[src/rtl/pp_pkg.sv]
package pp_pkg;

  // Segment of the switching period the counter currently sits in.
  typedef enum logic [1:0] {
    SEG_A_ON  = 2'd0,
    SEG_A_OFF = 2'd1,
    SEG_B_ON  = 2'd2,
    SEG_B_OFF = 2'd3
  } seg_e;

endpackage

[src/rtl/pp_timebase.sv]
module pp_timebase #(
  parameter int CW = 16,
  parameter int SW = 12
) (
  input  logic          clk,
  input  logic          rst,
  input  logic          en,
  input  logic [CW-1:0] period_i,
  input  logic [CW-1:0] on_i,
  input  logic [CW-1:0] dead_i,
  input  logic [SW-1:0] limit_i,
  output logic          run_o,
  output logic          start_o,
  output logic [CW-1:0] cnt_o,
  output logic [CW-1:0] half_o,
  output logic [CW-1:0] on_o,
  output logic [CW-1:0] dead_o,
  output logic [SW-1:0] limit_o
);

  localparam logic [CW-1:0] MIN_PER = CW'(2);

  logic          run_q;
  logic [CW-1:0] cnt_q;
  logic [CW-1:0] per_r, half_r, on_r, dead_r;
  logic [SW-1:0] lim_r;

  logic [CW-1:0] per_c, half_c, room_c, on_c;
  logic          wrap, load;

  // Clamp the request so that on-time plus dead time fits in half a period.
  always_comb begin
    per_c  = (period_i < MIN_PER) ? MIN_PER : period_i;
    half_c = per_c >> 1;
    room_c = (dead_i >= half_c) ? '0 : (half_c - dead_i);
    on_c   = (on_i > room_c) ? room_c : on_i;
  end

  assign wrap = run_q && (cnt_q == (per_r - 1'b1));
  assign load = !run_q || wrap;

  always_ff @(posedge clk) begin
    if (rst) begin
      run_q  <= 1'b0;
      cnt_q  <= '0;
      per_r  <= MIN_PER;
      half_r <= CW'(1);
      on_r   <= '0;
      dead_r <= '0;
      lim_r  <= '0;
    end else if (!en) begin
      run_q <= 1'b0;
      cnt_q <= '0;
    end else begin
      run_q <= 1'b1;
      if (load) begin
        cnt_q  <= '0;
        per_r  <= per_c;
        half_r <= half_c;
        on_r   <= on_c;
        dead_r <= dead_i;
        lim_r  <= limit_i;
      end else begin
        cnt_q <= cnt_q + 1'b1;
      end
    end
  end

  assign run_o   = run_q;
  assign start_o = run_q && (cnt_q == '0);
  assign cnt_o   = cnt_q;
  assign half_o  = half_r;
  assign on_o    = on_r;
  assign dead_o  = dead_r;
  assign limit_o = lim_r;

  // the counter never leaves the captured period
  a_r2_cnt_in_period: assert property (@(posedge clk) disable iff (rst)
    run_q |-> (cnt_q < per_r))
    else $error("counter beyond period");

  // working values change only on a period boundary or while idle
  a_r4_capture_boundary: assert property (@(posedge clk) disable iff (rst)
    (run_q && en && !wrap) |=> ($stable(on_r) && $stable(per_r) && $stable(lim_r)))
    else $error("configuration changed mid-period");

endmodule

[src/rtl/pp_window.sv]
module pp_window #(
  parameter int SW = 12
) (
  input  logic [SW-1:0] sample_i,
  input  logic [SW-1:0] limit_i,
  output logic          outside_o
);

  // One extra bit so that negating the most negative limit cannot overflow.
  logic signed [SW:0] s_x, l_x, nl_x;

  always_comb begin
    s_x       = $signed({sample_i[SW-1], sample_i});
    l_x       = $signed({limit_i[SW-1], limit_i});
    nl_x      = -l_x;
    outside_o = (s_x > l_x) || (s_x < nl_x);
  end

endmodule

[src/rtl/pp_phase.sv]
module pp_phase
  import pp_pkg::*;
#(
  parameter int CW = 16
) (
  input  logic          clk,
  input  logic          rst,
  input  logic          allow_i,
  input  logic [CW-1:0] cnt_i,
  input  logic [CW-1:0] half_i,
  input  logic [CW-1:0] on_i,
  input  logic [CW-1:0] dead_i,
  output logic          drv_a_o,
  output logic          drv_b_o
);

  seg_e          seg;
  logic [CW:0]   b_end;
  logic          drv_a_q, drv_b_q;

  always_comb begin
    b_end = {1'b0, half_i} + {1'b0, on_i};
    if (cnt_i < on_i)                 seg = SEG_A_ON;
    else if (cnt_i < half_i)          seg = SEG_A_OFF;
    else if ({1'b0, cnt_i} < b_end)   seg = SEG_B_ON;
    else                              seg = SEG_B_OFF;
  end

  always_ff @(posedge clk) begin
    if (rst) begin
      drv_a_q <= 1'b0;
      drv_b_q <= 1'b0;
    end else begin
      drv_a_q <= allow_i && (seg == SEG_A_ON);
      drv_b_q <= allow_i && (seg == SEG_B_ON);
    end
  end

  assign drv_a_o = drv_a_q;
  assign drv_b_o = drv_b_q;

  // Checker state: consecutive cycles with both drives low, saturating.
  logic [CW-1:0] gap_q;
  always_ff @(posedge clk) begin
    if (rst)                    gap_q <= '1;
    else if (drv_a_q || drv_b_q) gap_q <= '0;
    else if (gap_q != '1)       gap_q <= gap_q + 1'b1;
  end

  // drive B never turns on before the dead interval has elapsed
  a_r3_dead_gap: assert property (@(posedge clk) disable iff (rst)
    $rose(drv_b_q) |-> (gap_q >= dead_i))
    else $error("dead interval violated");

endmodule

[src/rtl/pushpull_limit_drv.sv]
module pushpull_limit_drv #(
  parameter int CW = 16,
  parameter int SW = 12
) (
  input  logic          clk,
  input  logic          rst,
  input  logic          en,
  input  logic [CW-1:0] period_cfg,
  input  logic [CW-1:0] on_cfg,
  input  logic [CW-1:0] dead_cfg,
  input  logic [SW-1:0] limit_cfg,
  input  logic [SW-1:0] i_sample,
  output logic          drv_a,
  output logic          drv_b,
  output logic          limit_flag
);

  logic          run_w, start_w, outside_w, go, lim_q, lim_next;
  logic [CW-1:0] cnt_w, half_w, on_w, dead_w;
  logic [SW-1:0] lim_w;

  pp_timebase #(.CW(CW), .SW(SW)) u_tb (
    .clk(clk), .rst(rst), .en(en),
    .period_i(period_cfg), .on_i(on_cfg), .dead_i(dead_cfg), .limit_i(limit_cfg),
    .run_o(run_w), .start_o(start_w), .cnt_o(cnt_w), .half_o(half_w),
    .on_o(on_w), .dead_o(dead_w), .limit_o(lim_w)
  );

  pp_window #(.SW(SW)) u_win (
    .sample_i(i_sample), .limit_i(lim_w), .outside_o(outside_w)
  );

  assign go = en && run_w;

  // Trip at any instant; release only by the test made at a period start.
  always_comb begin
    if (!go)          lim_next = 1'b0;
    else if (start_w) lim_next = outside_w;
    else              lim_next = lim_q || outside_w;
  end

  always_ff @(posedge clk) begin
    if (rst) lim_q <= 1'b0;
    else     lim_q <= lim_next;
  end

  pp_phase #(.CW(CW)) u_ph (
    .clk(clk), .rst(rst), .allow_i(go && !lim_next),
    .cnt_i(cnt_w), .half_i(half_w), .on_i(on_w), .dead_i(dead_w),
    .drv_a_o(drv_a), .drv_b_o(drv_b)
  );

  assign limit_flag = lim_q;

  // never both drives at once
  a_r1_exclusive: assert property (@(posedge clk) disable iff (rst)
    !(drv_a && drv_b))
    else $error("both drives high");

  // an outside sample cuts both drives and raises the flag at the next edge
  a_r6_trip: assert property (@(posedge clk) disable iff (rst)
    (go && outside_w) |=> (limit_flag && !drv_a && !drv_b))
    else $error("trip not applied");

  // inside a period the flag holds once set
  a_r6_hold: assert property (@(posedge clk) disable iff (rst)
    (go && limit_flag && !start_w) |=> limit_flag)
    else $error("flag released mid-period");

  // the flag falls only after a period start or a disable
  a_r7_release_at_start: assert property (@(posedge clk) disable iff (rst)
    $fell(limit_flag) |-> ($past(start_w) || !$past(en)))
    else $error("release off a period boundary");

  // disable quiets everything at the next edge
  a_r8_idle: assert property (@(posedge clk) disable iff (rst)
    !en |=> (!drv_a && !drv_b && !limit_flag))
    else $error("outputs active while disabled");

endmodule

[config.mk]
export PLATFORM = sky130hd
export DESIGN_NAME = pushpull_limit_drv
export DESIGN_NICKNAME = d
export VERILOG_FILES = /design/src/rtl/pp_pkg.sv /design/src/rtl/pp_timebase.sv /design/src/rtl/pp_window.sv /design/src/rtl/pp_phase.sv /design/src/rtl/pushpull_limit_drv.sv
export SDC_FILE = /design/constraint.sdc
export NUM_CORES = 1
export LEC_CHECK = 0
export BUFFER_PORTS_ARGS = -buffer_cell sky130_fd_sc_hd__buf_2
export CORE_ASPECT_RATIO = 0.7
export CORE_MARGIN = 2
export CORE_UTILIZATION = 65
export CTS_BUF_LIST = sky130_fd_sc_hd__clkbuf_4
export DETAILED_ROUTE_END_ITERATION = 12
export GPL_TIMING_DRIVEN = 0
export PLACE_DENSITY_LB_ADDON = 0.05
export SLEW_MARGIN = 20
export SYNTH_ARGS = -nofsm -noshare
export SYNTH_HDL_FRONTEND = slang
export SYNTH_SLANG_ARGS = --single-unit
[constraint.sdc]
create_clock -name clk -period 10.2 [get_ports clk]
set_clock_uncertainty 0.2 [all_clocks]
set_input_delay 1.53 -clock clk [delete_from_list [all_inputs] [get_ports clk]]
set_output_delay 1.53 -clock clk [all_outputs]
set_load 0.05 [all_outputs]
# After elaboration in Yosys (flattened, before gate mapping)
# Cells that the tools add are included.
# op_classes
bitwise_logic	1
reduce_logical	15
n_eq_ne	2
order_cmp	8
n_mux	9
n_addsub	5
# ops
operator	n
two-way mux 16 bit	3
adder 15 x 16 -> 17 bit	1
less-than comparator 16 x 17 -> 1 bit	1
adder 16 x 1 -> 16 bit (second input constant)	1
equality test 16 bit	1
>= comparator 16 x 15 -> 1 bit	1
> comparator 16 bit	1
logical NOT 16 bit	1
less-than comparator 16 x 15 -> 1 bit	1
less-than comparator 16 bit	1
less-than comparator 16 x 2 -> 1 bit (second input constant)	1
subtractor 15 x 16 -> 16 bit	1
subtractor 16 x 1 -> 16 bit (second input constant)	1
less-than comparator 12 x 13 -> 1 bit	1
negation 12 -> 13 bit	1
> comparator 12 bit	1
logical AND 1 bit	6
two-way mux 1 bit	4
two-way mux 2 bit	2
logical OR 1 bit	3
OR reduction 3 bit	1
equality test 2 bit (second input constant)	1
logical NOT 1 bit	2
logical NOT 2 bit	1
other kinds (2)	2
# word_totals
regBits	79
elab_cells	49
in_bits	75
output_inout_bits	3

# Longest topological paths before layout
# Gate-level depths: netlist of run 1.
# logic_depth
depth_word	9
depth_mapped	24

# Cells and area by module
# A second synthesis of run 1 with hierarchy kept.
# hier_totals
hier_cells	1026
hier_area_um2	7806.2
# modules_own_cells
module	seq_area_each_um2	cells_per_inst	area_each_um2	n_inst
pp_timebase	1541.5	681	5152.4	1
pp_phase	40.0	240	1798.0	1
pp_window	0.0	99	798.3	1
pushpull_limit_drv	20.0	6	57.6	1

# Least setup slack after synthesis of run 1
# No wires, ideal clock.
# synth_timing
path_kind	input -> register
from	input port period_cfg[2]
to	register u_tb.on_r[10] (netlist: u_tb.on_o[10])
slack_ns	4.153
stages	23
setup_ns	0.091
t_arrival_ns	5.756
t_required_ns	9.909
path_buffers	4
path_cell_list	nor4_1 > and4_1 > nor2_1 > ha_1 > inv_1 > fa_1 > nand3_1 > a211oi_1 > nor4_1 > nand3b_1 > nand2_1 > clkbuf_1 > clkbuf_1 > nand2_1 > ha_1 > nand4_1 > o21ai_0 > o221ai_1 > a32oi_1 > clkbuf_1 > clkbuf_1 > nand3_1 > a311oi_1
# synth_via
elab_chain_cells	6
# synth_lines
item	line	source
from (decl)	pushpull_limit_drv.sv:8	input logic [CW-1:0] period_cfg,
less-than comparator 16 x 2 -> 1 bit	pp_timebase.sv:33	per_c = (period_i < MIN_PER) ? MIN_PER : period_i;
two-way mux 16 bit *	pp_timebase.sv:33	
subtractor 15 x 16 -> 16 bit or >= comparator 16 x 15 -> 1 bit (tied branches)	pp_timebase.sv:35	room_c = (dead_i >= half_c) ? '0 : (half_c - dead_i);
two-way mux 16 bit *	pp_timebase.sv:35	
> comparator 16 bit	pp_timebase.sv:36	on_c = (on_i > room_c) ? room_c : on_i;
two-way mux 16 bit *	pp_timebase.sv:36	
to (signal assigned)	pp_timebase.sv:60	on_r <= on_c;
to (decl)	pp_timebase.sv:25	logic [CW-1:0] per_r, half_r, on_r, dead_r;
# Mark *: on every way between the ends. The rest lies on a longest branch, timed or not.
# A chain may end at the register's enable or synchronous reset.

# Worst setup path in the final report of run 1
# layout_timing
from	input port period_cfg[13]
to	register u_tb.on_r[3] (netlist: u_tb.on_o[3])
# The elaborated chain is that of the path after synthesis.

==> results of run 1 <==
power breakdown:
part / switching, W / total [W] / internal, W
clock network: 0.000103 / 0.000229 / 0.000126
registers: 0.0000178 / 0.000280 / 0.000262
logic: 0.000169 / 0.000290 / 0.000121
total: 0.000290 / 0.000799 / 0.000509
layout by cell type (no fill, tap or decap), types with 4 or more instances in the layout:
master	netlist	routed
nand3_1	58	58
inv_1	82	82
o21ai_0	60	60
nor4_1	15	15
xnor2_1	37	37
nor2b_1	14	14
a31o_2	4	4
clkbuf_4	0	10
xor2_1	26	26
nand2b_1	15	15
o21bai_1	4	4
a31oi_1	4	4
o21a_1	10	10
nand4_1	20	20
nor3_1	23	23
nand2_1	39	39
a21o_1	14	14
a2111oi_0	4	4
a311oi_1	11	11
clkbuf_1	43	43
ha_1	119	119
a211oi_1	17	17
o2111ai_1	4	4
and4_1	8	8
buf_2	5	81
nand3b_1	4	4
a21oi_1	71	71
o211ai_1	9	9
nor2_1	66	66
dfxtp_1	64	64
critical path: cells and delay by family:
kind                       cells  cell delay [ns]
buffers and inverters          6             1.85
and+or+nand+nor               10             1.79
AOI/OAI and AO/OA              5             1.33
adders and majority gates      3             0.72
cells by family (layout without fill, tap and decap cells):
kind of cell	after synthesis	after routing	synth area share (%)
compound gates	242	242	22.3
xor+xnor	63	63	7.96
fa+ha+maj	121	121	22.1
buf+inv	133	225	7.51
flops	64	64	18.5
mux	2	2	0.307
simple gates	284	284	21.4
layer usage:
metal	track usage, %	up-vias
met4	6.04	0
met1	54.4	3223
li1	-	3488
met3	9.00	19
met5	0	-
met2	50.8	358
worst min path at each step:
stage                               start               to  slack [ns]  cells past startpoint
after floorplan           u_tb.limit_o[3]  u_tb.limit_o[3]        0.27                      2
after global placement    u_tb.limit_o[3]  u_tb.limit_o[3]        0.28                      2
after detailed placement  u_tb.limit_o[3]  u_tb.limit_o[3]        0.29                      2
after CTS                 u_tb.limit_o[3]  u_tb.limit_o[3]        0.30                      2
after global routing      u_tb.limit_o[9]  u_tb.limit_o[9]        0.37                      2
final                     u_tb.limit_o[3]  u_tb.limit_o[3]        0.30                      2
stage by stage:
step           utilization, %  total power (W)  hold slack [ns]  setup slack [ns]  std cells
6_report                 73.9         0.000799            0.305              3.11       1133
3_3_place_gp             72.2         0.000560            0.281              2.90       1117
5_1_grt                  73.9         0.000848            0.366              2.59       1133
2_1_floorplan               -         0.000483            0.267              4.15        909
3_5_place_dp             72.2         0.000565            0.286              2.81       1117
4_1_cts                  73.9         0.000791            0.301              3.28       1133
registers in the layout, indices dropped and copies added (netlist names):
signal        cells
limit_flag        1
u_ph.drv_a_o      1
u_ph.drv_b_o      1
u_tb.cnt_o       16
u_tb.limit_o     12
u_tb.on_o        16
u_tb.per_r       16
u_tb.run_o        1
final cells by class:
type / count / area, sq um / area share (%)
Buffer: 51 / 213 / 2.78
Clock buffer: 10 / 75.1 / 0.981
Clock inverter: 6 / 108 / 1.41
Inverter: 82 / 308 / 4.02
Multi-Input combinational cell: 712 / 5130 / 67.0
Sequential cell: 64 / 1280 / 16.7
Tap cell: 132 / 165 / 2.16
Timing Repair Buffer: 76 / 380 / 4.97
==> results.json, run 1 <==
{
  "crit_type": "primary input to register",
  "wl_met2_um": 7830,
  "fin_setup_tns_ns": 0,
  "cp-start-kind": "primary input",
  "max_stage_delay_ns": 0.43,
  "critPathMaxFanout": 10,
  "endpoint_kind": "register",
  "syn_area_per_cell_sq_um": 7.62,
  "highest_layer": "met4",
  "drt-total-wl_um": 19900,
  "placedInstanceArea_sq_um": 7470,
  "rsz0062_at_grt": "no",
  "cp_slowest_cell": "a32oi_1",
  "synthTopCellsByCount": "ha_1 (119), inv_1 (82), a21oi_1 (71)",
  "timing_hold_violations_final": 0,
  "die_area_sq_um": 11500,
  "io_pins": 78,
  "fin_crit_sh_pct": 69.5,
  "grt_usage_pct": 35.7,
  "drv_cap": 0,
  "core_area_sq_um": 10400,
  "fin_area_sq_um": 7660,
  "fin_crit_ns": 7.09,
  "cts_setup_buffers": 0,
  "reg2reg_slack_ns": 5.70,
  "cpMostUsedCell": "clkbuf_1",
  "grt_pass1_wl_um": 33100,
  "dr_wl_met3_um": 2140,
  "reg2regPathDepth": 15,
  "htree_levels": 3,
  "endpoint": "u_tb.on_o[3]",
  "area_delta_synth_final_pct": 10.5,
  "ant_nets": 0,
  "grt_max_degree": 12,
  "yosys.area.top_type_share_pct": 21.5,
  "required_ns": 10.36,
  "gp_congestion": 0.986,
  "overflow": 0,
  "hold_path_class": "register to register",
  "cts_tree": "done",
  "layout-drive-gt1-share_pct": 11.0,
  "synth_area_sq_um": 6930,
  "cts_max_path_buffers": 2,
  "setup_viol_count_final": 0,
  "path_clk_slew_ns": 0.13,
  "ys_types": 64,
  "r2r-start": "u_tb.per_r[2]",
  "syn_inst": 909,
  "yosysMostFrequentCell": "ha_1",
  "antenna_cells": 0,
  "fin_nets": 1192,
  "dp_hpwl_um": 16100,
  "status": "complete, no violations",
  "synth_edf_count": 0,
  "crit_arrival_ns": 7.26,
  "seq_area_frac_synth_pct": 18.5,
  "fillerInstances": 887,
  "first_pass_iters": 5,
  "initial_utilization_pct": 66.9,
  "netlist_top_cells_area": "ha_1 (21%), dfxtp_1 (18%), a21oi_1 (5.1%)",
  "synthArstFlopShare_pct": 0,
  "wl_per_cell_um": 17.6,
  "clock_insertion_delay_worst_skew_ns": 0.45,
  "dieHeight_um": 90.4,
  "die_x_um": 127,
  "first_global_vias": 6554,
  "crit_chain": "buf_2 -> nor4_1 -> and4_1 -> nor2_1 -> ha_1 -> inv_1 -> fa_1 -> nand3_1 -> a211oi_1 -> nor4_1 -> nand3b_1 -> nand2_1 -> clkbuf_1 -> clkbuf_1 -> nand2_1 -> ha_1 -> nand4_1 -> o21ai_0 -> o221ai_1 -> a32oi_1 -> clkbuf_1 -> clkbuf_1 -> nand3_1 -> a311oi_1",
  "ir_drop_mv": 0.0804,
  "drc": 0,
  "worstMarginPinSlew_ns": 0.846,
  "rows": 31,
  "max_freq_mhz": 141,
  "initialDrtViolationCount": 697,
  "ctsResizeCount": 0,
  "synth_ff_type": "dfxtp_1",
  "cts_sinks": 64,
  "synth_top_area_cell": "ha_1",
  "grt_antenna_before_repair": 0,
  "numCtsBuffers": 9,
  "leakage_nw": 3.28,
  "yosysWarnings": 0,
  "crit_start": "period_cfg[13]",
  "slew_headroom_pct": 42.8,
  "wl_met1_um": 9760,
  "hold_buffers": 0,
  "timing.rr.end": "u_ph.drv_b_o",
  "synth_fp_nets": 1105,
  "root_buffer": "clkbuf_4",
  "via_per_inst": 6.26,
  "synth-seq-cells": 64,
  "cellPowerDensity_nw_per_um2": 104,
  "final_max_slew_viol_count": 0,
  "portBuffers": 76,
  "vias": 7088
}
(Power assumes the default switching activity.)
==> run 2: changes to the inputs <==
CORE_UTILIZATION = 56   (was 65)
clock period = 5.83 ns   (was 10.2 ns; I/O delays follow)
==> run 2 against run 1 <==
  * Flip-flop and latch count unchanged
  * Critical path type unchanged
  * Die area rose by 15%
  * Worst setup slack lost 2.8 ns
  * Utilization shrank 9.5 points
  * Largest cell class unchanged
  * First-iteration DRC count fell by 31%
==> results.json, run 2 (same netlist as run 1, synthesis figures left out) <==
{
  "crit_arrival_ns": 5.66,
  "via_per_inst": 5.96,
  "core_area_sq_um": 11900,
  "r2r-start": "u_tb.per_r[2]",
  "hold_path_class": "register to register",
  "power_w": 0.00130,
  "dieHeight_um": 97.1,
  "timing.rr.end": "u_ph.drv_b_o",
  "switching_share_pct": 38.4,
  "fin_crit_ns": 5.52,
  "portBuffers": 76,
  "pwr-share-comb_pct": 39.3,
  "overflow": 0,
  "status": "complete, no violations",
  "hold_buffers": 0,
  "reg2reg_slack_ns": 1.41,
  "clkPwrFrac_pct": 23.2,
  "p_int_w": 0.000803,
  "cts_tree": "done",
  "ant_nets": 0,
  "path_clk_slew_ns": 0.12,
  "clock_insertion_delay_worst_skew_ns": 0.44,
  "dp_hpwl_um": 16400,
  "max_freq_mhz": 181,
  "power_switching_w": 0.000502,
  "cts_sinks": 64,
  "area_delta_synth_final_pct": 10.7,
  "layout-drive-gt1-share_pct": 11.7,
  "antenna_cells": 0,
  "mostFrequentLayoutCells": "ha_1 (119), inv_1 (82), buf_2 (82)",
  "reg2regPathDepth": 15,
  "fin_area_sq_um": 7670,
  "worstMarginPinSlew_ns": 0.857,
  "drc": 0,
  "grt_max_degree": 11,
  "ir_drop_mv": 0.153,
  "io_pins": 78,
  "die_x_um": 137,
  "cts_max_path_buffers": 2,
  "fin_crit_sh_pct": 94.6,
  "seqPwrFrac_pct": 37.5,
  "initialDrtViolationCount": 483,
  "drv_cap": 0,
  "grt_pass1_wl_um": 32100,
  "leakage_nw": 3.28,
  "vias": 6894,
  "critPathMaxFanout": 10,
  "slew_headroom_pct": 42.1,
  "placed_cells": 1142,
  "placedInstanceArea_sq_um": 7500,
  "hold_depth": 2,
  "min_from": "u_tb.limit_o[3]",
  "grt_antenna_before_repair": 0,
  "rows": 33,
  "first_global_vias": 6404,
  "crit_type": "primary input to register",
  "cp-start-kind": "primary input",
  "cellPowerDensity_nw_per_um2": 170,
  "timing_hold_violations_final": 0,
  "endpoint_kind": "register",
  "gp_congestion": 0.965,
  "cts_setup_buffers": 0,
  "initial_utilization_pct": 58.3,
  "grt_usage_pct": 30.5,
  "hold_path_end": "u_tb.limit_o[3]",
  "fin_setup_tns_ns": 0,
  "final_max_slew_viol_count": 0,
  "final_cells": 1157,
  "mostFrequentLayoutCell": "ha_1",
  "fin_nets": 1192,
  "die_area_sq_um": 13300,
  "setup_viol_count_final": 0,
  "htree_levels": 3,
  "numCtsBuffers": 9,
  "drt-total-wl_um": 20000,
  "required_ns": 5.97,
  "first_pass_iters": 5,
  "wl_per_cell_um": 17.3,
  "root_buffer": "clkbuf_4"
}
## run 2: area by class of cell
| class | instances | area [sq um] |
|---|---|---|
| Clock inverter | 5 | 48.8 |
| Sequential cell | 64 | 1280 |
| Clock buffer | 10 | 75.1 |
| Tap cell | 157 | 196 |
| Buffer | 51 | 226 |
| Multi-Input combinational cell | 712 | 5150 |
| Inverter | 82 | 308 |
| Fill cell | 1138 | 4230 |
| Timing Repair Buffer | 76 | 380 |
## run 2: worst max path at each step
stage                              start  slack (ns)       endpoint  depth (start not counted)
final                     period_cfg[14]        0.31  u_tb.on_o[14]                         24
after global routing      period_cfg[13]      -0.007  u_tb.on_o[14]                         24
after CTS                  period_cfg[2]        0.01   u_tb.on_o[7]                         24
after detailed placement   period_cfg[2]       -0.80   u_tb.on_o[7]                         24
after global placement     period_cfg[2]       -0.74   u_tb.on_o[1]                         24
after floorplan            period_cfg[2]        0.44  u_tb.on_o[10]                         23
## run 2: metrics by stage
stage	hold slack, ns	utilization [%]	setup WS (ns)
after floorplan	0.267	-	0.438
after global placement	0.292	63.1	-0.740
after detailed placement	0.303	63.1	-0.797
after CTS	0.320	64.2	0.0109
after global routing	0.352	64.5	-0.00677
final	0.326	64.5	0.314
## run 2: layer usage
metal | vias up | GRT usage (%) | share of wire, %
met3 | 19 | 7.20 | 8.8
li1 | 3478 | - | -
met2 | 239 | 42.4 | 39
met4 | 0 | 4.52 | 0.72
met1 | 3158 | 47.8 | 52
met5 | - | 0 | 0
## run 2: power by group through the flow
stage	clock network (W)	logic (W)	registers, W
6_report	0.000302	0.000512	0.000490
3_5_place_dp	0	0.000495	0.000498
2_1_floorplan	0	0.000358	0.000486
5_1_grt	0.000323	0.000574	0.000492
4_1_cts	0.000306	0.000501	0.000488
3_3_place_gp	0	0.000488	0.000498
## run 2: what timing repair did
action                     in CTS  in global routing
pin swaps                       0                  1
resized for setup               4                 16
setup endpoints to repair      13                 16
## run 2: worst max-delay path: stages
cell and delay, ns:
buf_2 0.13, nor3_1 0.06, and4_1 0.21, nor2_1 0.24, ha_1 0.23, inv_1 0.05
fa_1 0.41, nand3_1 0.17, a211oi_1 0.10, nor4_2 0.39, nand3b_1 0.25, nand2_4 0.13
clkbuf_4 0.23, clkbuf_4 0.21, nand2_1 0.07, ha_1 0.14, nand4_1 0.14, o21ai_0 0.20
o221ai_1 0.17, a32oi_2 0.35, buf_4 0.24, a31oi_1 0.13, or4_1 0.43, o31ai_1 0.10
